--- config.mk ---
export PLATFORM = sky130hd
export DESIGN_NAME = grp_regfile
export DESIGN_NICKNAME = d
export VERILOG_FILES = /design/src/rtl/grp_pkg.sv /design/src/rtl/grp_decode.sv /design/src/rtl/grp_store.sv /design/src/rtl/grp_rsp.sv /design/src/rtl/grp_regfile.sv
export SDC_FILE = /design/constraint.sdc
export NUM_CORES = 1
export LEC_CHECK = 0
export ABC_AREA = 1
export BUFFER_PORTS_ARGS = -buffer_cell sky130_fd_sc_hd__buf_2
export CORE_UTILIZATION = 47
export DETAILED_ROUTE_END_ITERATION = 10
export HOLD_SLACK_MARGIN = 0.08
export PLACE_DENSITY = 0.77
export SYNTH_ARGS = -nofsm -noshare
export SYNTH_HDL_FRONTEND = slang
export SYNTH_SLANG_ARGS = --single-unit
--- constraint.sdc ---
create_clock -name clk -period 1.6 [get_ports clk]
set_clock_uncertainty 0.1 [all_clocks]
set_input_delay 0.24 -clock clk [delete_from_list [all_inputs] [get_ports clk]]
set_output_delay 0.24 -clock clk [all_outputs]
set_load 0.03 [all_outputs]
--- src/rtl/grp_pkg.sv ---
package grp_pkg;

    // Window placement and private-interrupt boundary
    localparam int WIN_BASE  = 128;
    localparam int WIN_BYTES = 128;
    localparam int PRIV_IRQ  = 32;
    localparam int IDX_W     = 7;

    typedef struct packed {
        logic              hit;      // request falls inside the window
        logic              allowed;  // security/config permit the access
        logic              bad;      // permitted but beyond interrupt count
        logic [IDX_W-1:0]  idx;      // byte index inside the window
    } grp_acc_t;

endpackage

--- src/rtl/grp_decode.sv ---
module grp_decode
    import grp_pkg::*;
#(
    parameter int NUM_IRQ = 64,
    parameter int ADDR_W  = 12
) (
    input  logic              cfg_rev2,
    input  logic              cfg_secext,
    input  logic              req_valid,
    input  logic [ADDR_W-1:0] req_addr,
    input  logic              req_secure,
    output grp_acc_t          acc
);

    localparam logic [ADDR_W-1:0] WIN_LO = ADDR_W'(WIN_BASE);
    localparam logic [ADDR_W-1:0] WIN_HI = ADDR_W'(WIN_BASE + WIN_BYTES);

    logic has_groups;
    logic ns_blocked;

    always_comb begin
        has_groups  = cfg_rev2 | cfg_secext;
        ns_blocked  = cfg_secext & ~req_secure;
        acc.hit     = req_valid && (req_addr >= WIN_LO) && (req_addr < WIN_HI);
        acc.allowed = has_groups & ~ns_blocked;
        acc.idx     = req_addr[IDX_W-1:0];
        acc.bad     = acc.hit && acc.allowed &&
                      ((int'(acc.idx) * 8) >= NUM_IRQ);
    end

endmodule

--- src/rtl/grp_store.sv ---
module grp_store
    import grp_pkg::*;
#(
    parameter int NUM_CPU = 2,
    parameter int NUM_IRQ = 64,
    parameter int CPU_W   = 1
) (
    input  logic                              clk,
    input  logic                              rst_n,
    input  logic                              wr_en,
    input  logic [IDX_W-1:0]                  wr_idx,
    input  logic [CPU_W-1:0]                  wr_cpu,
    input  logic [7:0]                        wr_data,
    output logic [NUM_CPU-1:0][NUM_IRQ-1:0]   view
);

    localparam int SHR   = NUM_IRQ - PRIV_IRQ;
    localparam int SHR_W = (SHR > 0) ? SHR : 1;

    typedef struct packed {
        logic [NUM_CPU-1:0][PRIV_IRQ-1:0] bank;
        logic [SHR_W-1:0]                 shr;
    } st_t;

    st_t st_d, st_q;

    always_comb begin
        st_d = st_q;
        if (wr_en) begin
            // banked private bits: only the requesting CPU's copy
            for (int c = 0; c < NUM_CPU; c++) begin
                for (int n = 0; n < PRIV_IRQ; n++) begin
                    if (wr_cpu == CPU_W'(c) && wr_idx == IDX_W'(n / 8)) begin
                        st_d.bank[c][n] = wr_data[n % 8];
                    end
                end
            end
            // shared bits: one copy seen by all CPUs
            if (SHR > 0) begin
                for (int j = 0; j < SHR_W; j++) begin
                    if (wr_idx == IDX_W'((j + PRIV_IRQ) / 8)) begin
                        st_d.shr[j] = wr_data[(j + PRIV_IRQ) % 8];
                    end
                end
            end
        end
    end

    always_ff @(posedge clk) begin
        if (!rst_n) begin
            st_q <= '0;
        end else begin
            st_q <= st_d;
        end
    end

    for (genvar c = 0; c < NUM_CPU; c++) begin : g_view
        assign view[c][PRIV_IRQ-1:0] = st_q.bank[c];
        if (SHR > 0) begin : g_shr
            assign view[c][NUM_IRQ-1:PRIV_IRQ] = st_q.shr;
        end
    end

endmodule

--- src/rtl/grp_rsp.sv ---
module grp_rsp
    import grp_pkg::*;
#(
    parameter int NUM_CPU = 2,
    parameter int NUM_IRQ = 64,
    parameter int CPU_W   = 1
) (
    input  logic                             clk,
    input  logic                             rst_n,
    input  logic                             req_valid,
    input  logic                             req_write,
    input  logic [CPU_W-1:0]                 req_cpu,
    input  grp_acc_t                         acc,
    input  logic [NUM_CPU-1:0][NUM_IRQ-1:0]  view,
    output logic                             rsp_valid,
    output logic [7:0]                       rsp_rdata,
    output logic                             rsp_err
);

    localparam int NBYTE = NUM_IRQ / 8;

    typedef struct packed {
        logic       vld;
        logic [7:0] rd;
        logic       err;
    } rsp_t;

    rsp_t rsp_d, rsp_q;
    logic [7:0] sel_byte;

    always_comb begin
        sel_byte = '0;
        for (int c = 0; c < NUM_CPU; c++) begin
            for (int b = 0; b < NBYTE; b++) begin
                if (req_cpu == CPU_W'(c) && acc.idx == IDX_W'(b)) begin
                    sel_byte = view[c][b*8 +: 8];
                end
            end
        end

        rsp_d     = '0;
        rsp_d.vld = req_valid;
        rsp_d.err = acc.bad;
        if (acc.hit && acc.allowed && !acc.bad && !req_write) begin
            rsp_d.rd = sel_byte;
        end
    end

    always_ff @(posedge clk) begin
        if (!rst_n) begin
            rsp_q <= '0;
        end else begin
            rsp_q <= rsp_d;
        end
    end

    assign rsp_valid = rsp_q.vld;
    assign rsp_rdata = rsp_q.rd;
    assign rsp_err   = rsp_q.err;

endmodule

--- src/rtl/grp_regfile.sv ---
module grp_regfile
    import grp_pkg::*;
#(
    parameter int NUM_CPU = 2,
    parameter int NUM_IRQ = 64,
    parameter int ADDR_W  = 12,
    localparam int CPU_W  = (NUM_CPU > 1) ? $clog2(NUM_CPU) : 1
) (
    input  logic                       clk,
    input  logic                       rst_n,
    input  logic                       cfg_rev2,
    input  logic                       cfg_secext,
    input  logic                       req_valid,
    input  logic                       req_write,
    input  logic [ADDR_W-1:0]          req_addr,
    input  logic [7:0]                 req_wdata,
    input  logic [CPU_W-1:0]           req_cpu,
    input  logic                       req_secure,
    output logic                       rsp_valid,
    output logic [7:0]                 rsp_rdata,
    output logic                       rsp_err,
    output logic [NUM_CPU*NUM_IRQ-1:0] grp_out
);

    grp_acc_t                        acc;
    logic                            wr_en;
    logic [NUM_CPU-1:0][NUM_IRQ-1:0] view;

    grp_decode #(.NUM_IRQ(NUM_IRQ), .ADDR_W(ADDR_W)) u_dec (
        .cfg_rev2   (cfg_rev2),
        .cfg_secext (cfg_secext),
        .req_valid  (req_valid),
        .req_addr   (req_addr),
        .req_secure (req_secure),
        .acc        (acc)
    );

    assign wr_en = acc.hit & acc.allowed & ~acc.bad & req_write;

    grp_store #(.NUM_CPU(NUM_CPU), .NUM_IRQ(NUM_IRQ), .CPU_W(CPU_W)) u_store (
        .clk     (clk),
        .rst_n   (rst_n),
        .wr_en   (wr_en),
        .wr_idx  (acc.idx),
        .wr_cpu  (req_cpu),
        .wr_data (req_wdata),
        .view    (view)
    );

    grp_rsp #(.NUM_CPU(NUM_CPU), .NUM_IRQ(NUM_IRQ), .CPU_W(CPU_W)) u_rsp (
        .clk       (clk),
        .rst_n     (rst_n),
        .req_valid (req_valid),
        .req_write (req_write),
        .req_cpu   (req_cpu),
        .acc       (acc),
        .view      (view),
        .rsp_valid (rsp_valid),
        .rsp_rdata (rsp_rdata),
        .rsp_err   (rsp_err)
    );

    assign grp_out = view;

endmodule

==> impl_metrics.yaml <==
cts:
  cts-root-buf: "clkbuf_16"
  cts_tree: "yes"
  cts_buffers: 9
  cts_buffer_depth: 2
  htree_num_levels: 3
  clk_latency_ps: 350
  clkTransAtPathRegs_ps: 80
  clkSinkCount: 106
die:
  initial_core_util_pct: 48.5
  rows: 39
  io_pins: 166
  die_w_microns: 111
  dieArea_sq_um: 12300
  core_area_sq_um: 11500
  dieHeight_microns: 111
grt:
  grt_pass1_vias: 5420
  grt_start_max_net_pins: 85
  grt_overflow: 0
  grt_pass1_wl_mm: 29.6
  grt_use_total_pct: 30.5
  antenna_found_initial: 0
setup_path:
  worstSetupPathType: "in -> reg"
  rrSetupSlack_ps: -360
  reg2reg_depth: 12
  r2r-end: "u_rsp.rsp_rdata[0]"
  start_kind: "primary input"
  critPathArrivalTime_ps: 2140
  path_max_fanout: 8
  reg2reg_from: "u_store.view[8]"
  cp.required_ps: 1760
  cp-end-kind: "flop"
power:
  power.switching_mw: 1.35
  irDropWorstVdd_v: 0.00100
  p_clk_share_pct: 43.1
  switching_share_pct: 25.3
  power_density_nw_per_um2: 641
  power_mw: 5.34
  combPwrFrac_pct: 7.6
  seqPwrFrac_pct: 49.3
  internal-power_mw: 3.99
  leakage_nw: 3.97
finish:
  insertedDiodeCount: 0
  nNetsFinal: 977
  drive_gt1_share_pct: 54.1
  fillers: 738
  final_cell_area_sq_um: 8340
  area_growth_pct: 50.1
  postLayoutCoreUtil_pct: 72.7
yosys:
  synth_edf_count: 0
  synth_nets: 736
  synth-async-reset-ratio_pct: 0
  synth_cell_types: 35
  yosys.area.top_type_share_pct: 38.2
  synth_area_leader_cell: "dfxtp_1"
  syn_inst: 708
  ys_seq_area_share_pct: 38.2
  synth_area_sq_um: 5560
  yosys.cell_count.top_type: "nand2_1"
  synth-main-ff-cell: "dfxtp_1"
  synthTopCellsByArea: "dfxtp_1 38%, nand2_1 9.3%, nor2_1 6.7%, a211oi_1 6.5%, nor2_8 5.0%"
  synth-seq-cells: 106
  syn_avg_cell_area_sq_um: 7.85
  yosysWarnings: 0
  synth_common_cells: "137 x nand2_1, 106 x dfxtp_1, 99 x nor2_1"
detailed_routing:
  first_pass_iters: 6
  post-route-drc-count: 0
  vias_per_cell: 6.11
  wl_mm: 23.7
  wire_per_inst_microns: 21.6
  drtIter0Drc: 819
  drtAntennaViolNets: 0
  route.vias.total: 6701
sta:
  clock.fmax_ghz: 0.504
  setup_viol_count_final: 104
  min_period_ps: 1980
  hold_viol: 0
  worstMarginPinSlew_ps: 648
  min_period_over_period_pct: 124
  fin_ws_ps: -384
  hold_ws_ps: 107
  slew_headroom_pct: 56.8
  slew_viol_final: 0
  grt_setup_unrepaired: "true"
min_path:
  min_path_type: "in -> reg"
  holdPathEnd: "u_store.view[59]"
  hold_path_depth: 3
  min-delay-start: "req_wdata[3]"
placement:
  io_buffers: 165
  place_congestion: 0.992
  dpl_cell_area_sq_um: 7050
  hpwlAfterDp_mm: 13.5
outcome:
  violations: "negative setup slack"
  status: "complete, but fails checks"
flow_run:
  cap_violations: 0
## worst max-delay path: stages
cell and delay (ps):
buf_2 90, inv_2 50, nand2_8 140, nor2_4 80
buf_4 160, nand3_1 60, nand2_1 60, nor2_1 360
nand4_1 210, nand2_1 120, nand3_1 80, nand2_1 80
nand4_1 140, nand2_1 110, nand3_1 70, nand2_1 60
inv_1 30
## worst max-delay path by stage
stage                     start                 end  slack, ps  depth (start not counted)
detailed placement  req_addr[6]  u_rsp.rsp_rdata[2]       -440                         15
finish              req_addr[5]  u_rsp.rsp_rdata[0]       -380                         17
CTS                 req_addr[4]  u_rsp.rsp_rdata[7]        -40                         17
floorplan           req_addr[9]    u_store.view[51]       -190                         11
global placement    req_addr[3]  u_rsp.rsp_rdata[7]       -450                         17
global route        req_addr[5]  u_rsp.rsp_rdata[0]       -430                         17
## layout make-up
class	count	area, sq um	share of cell area [%]
Clock buffer	11	233	2.79
Clock inverter	5	63.8	0.765
Inverter	61	258	3.09
Multi-Input combinational cell	485	3410	40.9
Sequential cell	106	2130	25.5
Tap cell	143	179	2.15
Timing Repair Buffer	286	2070	24.8
## power by group through the flow
stage / logic, mW / clock network (mW) / registers, mW
2_1_floorplan: 0.181 / 0 / 2.70
3_3_place_gp: 0.331 / 0 / 2.70
3_5_place_dp: 0.334 / 0 / 2.70
4_1_cts: 0.347 / 2.26 / 2.64
5_1_grt: 0.419 / 2.39 / 2.64
6_report: 0.404 / 2.30 / 2.64
## metal layers
layer	GRT usage [%]	vias to the layer above	part of all wire, %
met5	0	-	0
met4	15.4	0	8.6
met3	4.05	201	12
met2	48.1	654	44
met1	40.7	3015	36
li1	-	2831	-
## placed cells by master, fill, tap and decap left out, types with 2 or more instances in the layout
cell	instances
a211oi_2	64
a21oi_1	35
a21oi_2	18
buf_12	12
buf_2	158
buf_4	81
buf_6	29
buf_8	3
clkbuf_1	2
clkbuf_16	11
clkinvlp_4	3
dfxtp_1	102
dfxtp_2	4
inv_1	43
inv_2	9
inv_4	3
inv_6	4
nand2_1	123
nand2_2	16
nand2_4	6
nand3_1	22
nand3_2	16
nand3_4	2
nand4_1	18
nor2_1	76
nor2_2	19
nor2_4	22
nor2_8	14
nor3_1	2
nor3_2	2
o2111ai_1	2
o21ai_0	4
o21ai_1	2
o21ai_2	12
or2_0	2
or2_1	2
## sequential cells by signal, summed over array words and instances, names as in the netlist
signal and cells:
u_rsp.rsp_err 1, u_rsp.rsp_rdata 8, u_rsp.rsp_valid 1, u_store.view 96
## cell families (layout without fill, tap and decap cells)
kind of cell / Yosys count / after routing / synth area share, %
compound gates: 138 / 138 / 17.0
buf+inv: 122 / 363 / 12.5
flops: 106 / 106 / 38.2
mux: 1 / 1 / 0.180
simple gates: 341 / 346 / 32.2
## repair_timing
action                                 4_1_cts  5_1_grt
gates cloned                                 2        6
hold buffers                                 1        0
setup endpoints to repair                   15       99
buffers inserted                             8       38
gates resized for setup                     19      130
endpoints found under the hold margin        1        0
pin swaps                                    9       54
## through the flow
step                      cells  setup WS (ps)  TNS (ps)
after floorplan             708           -187    -10490
after global placement     1028           -445    -30130
after detailed placement   1028           -436    -33290
after CTS                  1055          -43.4      -208
after global routing       1097           -429    -18390
final                      1097           -384    -11350
(Power assumes the default switching activity.)
